==> config.mk <==
export PLATFORM = sky130hd
export DESIGN_NAME = pwr_sleep_ctrl
export DESIGN_NICKNAME = d
export VERILOG_FILES = /design/src/rtl/pwr_sleep_pkg.sv /design/src/rtl/pwr_wake_sense.sv /design/src/rtl/pwr_entry_timer.sv /design/src/rtl/pwr_sleep_ctrl.sv
export SDC_FILE = /design/constraint.sdc
export NUM_CORES = 1
export LEC_CHECK = 0
export BUFFER_PORTS_ARGS = -buffer_cell sky130_fd_sc_hd__buf_2
export CAP_MARGIN = 20
export CORE_MARGIN = 2
export CORE_UTILIZATION = 30
export DETAILED_ROUTE_END_ITERATION = 10
export GPL_ROUTABILITY_DRIVEN = 0
export GPL_TIMING_DRIVEN = 0
export SYNTH_ARGS = -nofsm -noshare
export SYNTH_HDL_FRONTEND = slang
export SYNTH_SLANG_ARGS = --single-unit
==> constraint.sdc <==
create_clock -name clk -period 1.5 [get_ports clk]
set_clock_uncertainty 0.2 [all_clocks]
set_input_delay 0.15 -clock clk [delete_from_list [all_inputs] [get_ports clk]]
set_output_delay 0.15 -clock clk [all_outputs]
set_load 0.01 [all_outputs]
==> src/rtl/pwr_sleep_pkg.sv <==
package pwr_sleep_pkg;

    typedef enum logic [2:0] {
        ST_RUN     = 3'd0,
        ST_DRAIN   = 3'd1,
        ST_QWAIT   = 3'd2,
        ST_DELAY   = 3'd3,
        ST_SLEEP   = 3'd4,
        ST_WAKE    = 3'd5
    } pwr_state_e;

    localparam logic [1:0] MC_FULL  = 2'b00;
    localparam logic [1:0] MC_ENTER = 2'b01;
    localparam logic [1:0] MC_SLEEP = 2'b10;
    localparam logic [1:0] MC_WAKE  = 2'b11;

    localparam int unsigned N_WAKE_SRC = 4;

endpackage

==> src/rtl/pwr_wake_sense.sv <==
module pwr_wake_sense #(
    parameter int unsigned N_SRC = 4
) (
    input  logic [N_SRC-1:0] src_i,
    output logic             any_o
);
    logic [N_SRC:0] chain;

    assign chain[0] = 1'b0;
    for (genvar g = 0; g < N_SRC; g++) begin : g_or
        assign chain[g+1] = chain[g] | src_i[g];
    end
    assign any_o = chain[N_SRC];

endmodule

==> src/rtl/pwr_entry_timer.sv <==
module pwr_entry_timer #(
    parameter int unsigned ENTRY_DLY = 4
) (
    input  logic clk,
    input  logic rst_n,
    input  logic load_i,
    input  logic run_i,
    output logic done_o
);
    localparam int unsigned DW = (ENTRY_DLY < 2) ? 1 : $clog2(ENTRY_DLY);
    localparam logic [DW-1:0] LAST = DW'(ENTRY_DLY - 1);

    logic [DW-1:0] cnt_d, cnt_q;

    assign done_o = run_i && (cnt_q == LAST);

    always_comb begin
        cnt_d = cnt_q;
        if (load_i)
            cnt_d = '0;
        else if (run_i && !done_o)
            cnt_d = cnt_q + 1'b1;
    end

    always_ff @(posedge clk or negedge rst_n) begin
        if (!rst_n) cnt_q <= '0;
        else        cnt_q <= cnt_d;
    end


    cnt_bound_chk: assert property (@(posedge clk) disable iff (!rst_n)
        cnt_q <= LAST);

endmodule

==> src/rtl/pwr_sleep_ctrl.sv <==
module pwr_sleep_ctrl
    import pwr_sleep_pkg::*;
#(
    parameter int unsigned CNT_W     = 4,
    parameter int unsigned ENTRY_DLY = 4
) (
    input  logic             clk,
    input  logic             hard_rst_n,
    input  logic             sleep_sel,
    input  logic             pwr_wr,
    input  logic             pwr_wdata,
    input  logic [CNT_W-1:0] bus_pending,
    output logic             quiesce_req,
    input  logic             quiesce_ack,
    input  logic             wake_int,
    input  logic             wake_smi,
    input  logic             wake_mchk,
    input  logic             soft_rst,
    output logic             unit_clk_en,
    output logic             tbase_en,
    output logic             snoop_en,
    output logic             pwr_en_bit,
    output logic [1:0]       mode_code
);

    typedef struct packed {
        pwr_state_e st;
        logic       pow;
    } ctrl_t;

    ctrl_t r_d, r_q;
    logic  wake_any;
    logic  tmr_load, tmr_run, tmr_done;

    pwr_wake_sense #(.N_SRC(N_WAKE_SRC)) i_wake (
        .src_i ({soft_rst, wake_mchk, wake_smi, wake_int}),
        .any_o (wake_any)
    );

    assign tmr_load = (r_q.st == ST_QWAIT) && quiesce_ack;
    assign tmr_run  = (r_q.st == ST_DELAY);

    pwr_entry_timer #(.ENTRY_DLY(ENTRY_DLY)) i_tmr (
        .clk    (clk),
        .rst_n  (hard_rst_n),
        .load_i (tmr_load),
        .run_i  (tmr_run),
        .done_o (tmr_done)
    );

    always_comb begin
        r_d = r_q;
        unique case (r_q.st)
            ST_RUN: begin
                if (pwr_wr)
                    r_d.pow = pwr_wdata;
                if (r_q.pow && sleep_sel)
                    r_d.st = ST_DRAIN;
            end
            ST_DRAIN: begin
                if (wake_any) begin
                    r_d.st  = ST_RUN;
                    r_d.pow = 1'b0;
                end else if (bus_pending == '0) begin
                    r_d.st = ST_QWAIT;
                end
            end
            ST_QWAIT: begin
                if (wake_any) begin
                    r_d.st  = ST_RUN;
                    r_d.pow = 1'b0;
                end else if (quiesce_ack) begin
                    r_d.st = ST_DELAY;
                end
            end
            ST_DELAY: begin
                if (tmr_done)
                    r_d.st = ST_SLEEP;
            end
            ST_SLEEP: begin
                if (wake_any) begin
                    r_d.st  = ST_WAKE;
                    r_d.pow = 1'b0;
                end
            end
            ST_WAKE: r_d.st = ST_RUN;
            default: r_d.st = ST_RUN;
        endcase
    end

    always_ff @(posedge clk or negedge hard_rst_n) begin
        if (!hard_rst_n) begin
            r_q.st  <= ST_RUN;
            r_q.pow <= 1'b0;
        end else begin
            r_q <= r_d;
        end
    end

    always_comb begin
        quiesce_req = 1'b0;
        unit_clk_en = 1'b1;
        tbase_en    = 1'b1;
        snoop_en    = 1'b1;
        mode_code   = MC_FULL;
        unique case (r_q.st)
            ST_RUN:   ;
            ST_DRAIN: mode_code = MC_ENTER;
            ST_QWAIT: begin
                mode_code   = MC_ENTER;
                quiesce_req = 1'b1;
            end
            ST_DELAY: begin
                mode_code   = MC_ENTER;
                quiesce_req = 1'b1;
                snoop_en    = 1'b0;
            end
            ST_SLEEP: begin
                mode_code   = MC_SLEEP;
                quiesce_req = 1'b1;
                snoop_en    = 1'b0;
                unit_clk_en = 1'b0;
                tbase_en    = 1'b0;
            end
            ST_WAKE: begin
                mode_code   = MC_WAKE;
                snoop_en    = 1'b0;
                unit_clk_en = 1'b0;
                tbase_en    = 1'b0;
            end
            default: ;
        endcase
    end

    assign pwr_en_bit = r_q.pow;


    req_after_drain_chk: assert property (@(posedge clk) disable iff (!hard_rst_n)
        $rose(quiesce_req) |-> $past(bus_pending) == '0);


    sleep_gated_chk: assert property (@(posedge clk) disable iff (!hard_rst_n)
        (mode_code == MC_SLEEP) |-> (!unit_clk_en && !tbase_en && !snoop_en && quiesce_req));


    sleep_wake_chk: assert property (@(posedge clk) disable iff (!hard_rst_n)
        (mode_code == MC_SLEEP && (wake_int || wake_smi || wake_mchk || soft_rst))
        |=> (mode_code == MC_WAKE && !quiesce_req && !pwr_en_bit));


    wake_restore_chk: assert property (@(posedge clk) disable iff (!hard_rst_n)
        (mode_code == MC_WAKE) |=> (mode_code == MC_FULL && unit_clk_en && tbase_en && snoop_en));


    ack_hold_chk: assert property (@(posedge clk) disable iff (!hard_rst_n)
        (r_q.st == ST_QWAIT && !quiesce_ack && !wake_int && !wake_smi && !wake_mchk && !soft_rst)
        |=> quiesce_req && mode_code == MC_ENTER);


    req_drop_chk: assert property (@(posedge clk) disable iff (!hard_rst_n)
        $fell(quiesce_req) |-> (mode_code == MC_FULL || mode_code == MC_WAKE));

endmodule

==> reports/results.ini <==
[clocking]
cts.clk_slew.worst_paths_ns = 0.05
cts_root_buffer = clkbuf_4
clock_latency_ns = 0.25
cts_max_level = 1
cts.path.max_buffers = 2
cts_tree = built
clock_sinks = 6
cts_buffers = 3

[floorplanning]
start_util_pct = 33.0
rows = 13
die_area_um2 = 1790
io_pins = 21
die_height_um = 42.3
dieWidth_um = 42.3
core_area_um2 = 1330

[pwr]
p_leak_nw = 0.346
ir_worst_vdd_mv = 0.610
powerDensity_nw_per_um2 = 1410

[run_status]
status = finished, violations left
violations = negative setup slack

[timing]
whs_ns = 0.0290
relSlewSlack_pct = 68.3
hold_viol_final = 0
min_period_ns = 1.55
fmax_mhz = 647
grt_setup_unrepaired = yes
tightest_slew_ns = 0.471
setup_viol = 1
slew_viol_final = 0
final.period_utilization_pct = 103
setup_slack_ns = -0.0459

[worst_setup_path]
cp_max_fo = 4
path_delay_family = buffers and inverters
max_stage_delay_ns = 0.39
r2r_slack_ns = 0.01
critPathRequiredTime_ns = 1.15
critPathArrivalTime_ns = 1.20
cp-end-kind = output port
critical_path_class = reg2out
cp-start-kind = flip-flop
critPathBufInv = 3
slowest_stage = dfrtp_1
path_cells = buf_6 -> buf_4 -> nand2_2 -> nand2_2 -> buf_6

[logic_synthesis]
synth-main-ff-cell = dfrtp_1
synth_seq_cells = 6
synth.top_cells.by_count = nand2_1 (7), dfrtp_1 (6), nor2_1 (5), a21oi_1 (4)
yosysMostFrequentCell = nand2_1
synthTopCellsByArea = dfrtp_1 (34%), nand2_1 (6.0%), a21oi_1 (4.5%), nand2b_1 (4.3%), nor2_1 (4.3%)
ys_seq_area_share_pct = 34.1
async_reset_ff_share_pct = 100
mappedNetlistNets = 70
yosysWarnings = 0
synth_top_area_cell = dfrtp_1
syn_area_per_cell_um2 = 8.01
ys_types = 26
syn_inst = 55
synth_edf_count = 0
syn_area_um2 = 440
synth.top_cell.area_share_pct = 34.1

[grt]
grt_pass1_wl_mm = 2.10
grt_pass1_vias = 503
grt_max_degree = 7
grt_antenna_before_repair = 0
grt.overflow.total = 0
grt_use_total_pct = 15.7

[finish]
drive_above_1_share_pct = 54.1
diodes = 0
fillCellCount = 132
design_area_um2 = 731
synthToLayoutAreaGrowth_pct = 65.9
nets = 102

[placed_design]
dpl_cell_area_um2 = 559
portBuffers = 20
dp_slack_ns = -0.190
hpwl_um = 845

[routing]
viasPerCell = 5.39
first_pass_iters = 4
via_count = 539
antenna_left = 0
drt_wl_total_mm = 1.30
drt_iter0_drc = 6
wl_per_cell_um = 13.0
drc = 0

[flow_run]
maxCapViolCount = 0

[min_path]
min_path_type = in2reg

## routing by layer
| metal | track usage, % | up-vias | routed length [um] |
|---|---|---|---|
| li1 | - | 260 | - |
| met1 | 18.4 | 252 | 544 |
| met2 | 24.6 | 23 | 639 |
| met3 | 6.90 | 4 | 80 |
| met4 | 6.88 | 0 | 38 |
| met5 | 0 | - | 0 |
## sequential cells by signal, indices dropped and copies added, names as in the netlist
name	flops
pwr_en_bit	1
r_q	3
i_tmr.cnt_q	2
## tightest hold or removal path: stages
cell	delay, ns
buf_2	0.10
nand3_1	0.06
o221ai_1	0.11
## cells in the final DEF (no fill, tap or decap), drive strengths merged, types with 2 or more instances in the layout
master | netlist | routed
buf | 2 | 29
nor4 | 2 | 2
a211oi | 2 | 2
nor2 | 5 | 5
nand3 | 3 | 3
nor2b | 2 | 2
dfrtp | 6 | 6
nand2b | 3 | 3
inv | 2 | 2
a21oi | 4 | 4
nand2 | 7 | 7
o21ai | 3 | 3
clkbuf | 2 | 4
or4 | 2 | 2
## cell families (layout without fill, tap and decap cells)
kind of cell | after synthesis | count (layout) | share of synthesized area, %
compound gates | 15 | 15 | 22.4
fa+ha+maj | 1 | 1 | 2.84
buf+inv | 6 | 36 | 6.25
flops | 6 | 6 | 34.1
mux | 1 | 1 | 2.56
simple gates | 26 | 26 | 31.8
## power breakdown
| part | internal (mW) | switching (mW) | leakage, nW |
|---|---|---|---|
| Clock | 0.0910 | 0.0654 | 0.0138 |
| Combinational | 0.316 | 0.296 | 0.253 |
| Sequential | 0.214 | 0.0466 | 0.0798 |
| Total | 0.620 | 0.408 | 0.346 |
## worst paths after layout
path                             endpoint  depth (start not counted)      startpoint
max reg2reg                i_tmr.cnt_q[0]                          5          r_q[2]
min                            pwr_en_bit                          3          pwr_wr
min in group asynchronous          r_q[1]                          2      hard_rst_n
min reg2reg                i_tmr.cnt_q[1]                          2  i_tmr.cnt_q[1]
max in group asynchronous          r_q[3]                          2      hard_rst_n
max                           quiesce_req                          5          r_q[3]
## what timing repair did
action                                  in CTS  in global routing
buffers inserted                             7                  0
gates cloned                                 0                  0
pin swaps                                    2                  3
gates resized for setup                     18                  7
endpoints found under the hold margin        6                  0
hold buffers                                 1                  0
endpoints found under the setup margin       9                  7
## stage by stage
stage	utilization (%)	power, mW	std cells	setup TNS [ns]
2_1_floorplan	-	0.532	55	0
3_3_place_gp	41.9	0.647	90	-0.699
3_5_place_dp	41.9	0.651	90	-0.697
4_1_cts	52.6	0.979	100	-0.0329
5_1_grt	54.8	1.10	100	-0.204
6_report	54.8	1.03	100	-0.0459
## cell type report
cell class / count / area, um^2 / share of cell area (%)
Clock buffer: 3 / 22.5 / 3.08
Tap cell: 15 / 18.8 / 2.57
Timing Repair Buffer: 28 / 181 / 24.8
Sequential cell: 6 / 150 / 20.5
Multi-Input combinational cell: 43 / 310 / 42.5
Inverter: 2 / 7.51 / 1.03
Buffer: 3 / 40.0 / 5.48
No activity file was read; power rests on OpenSTA's default activity.
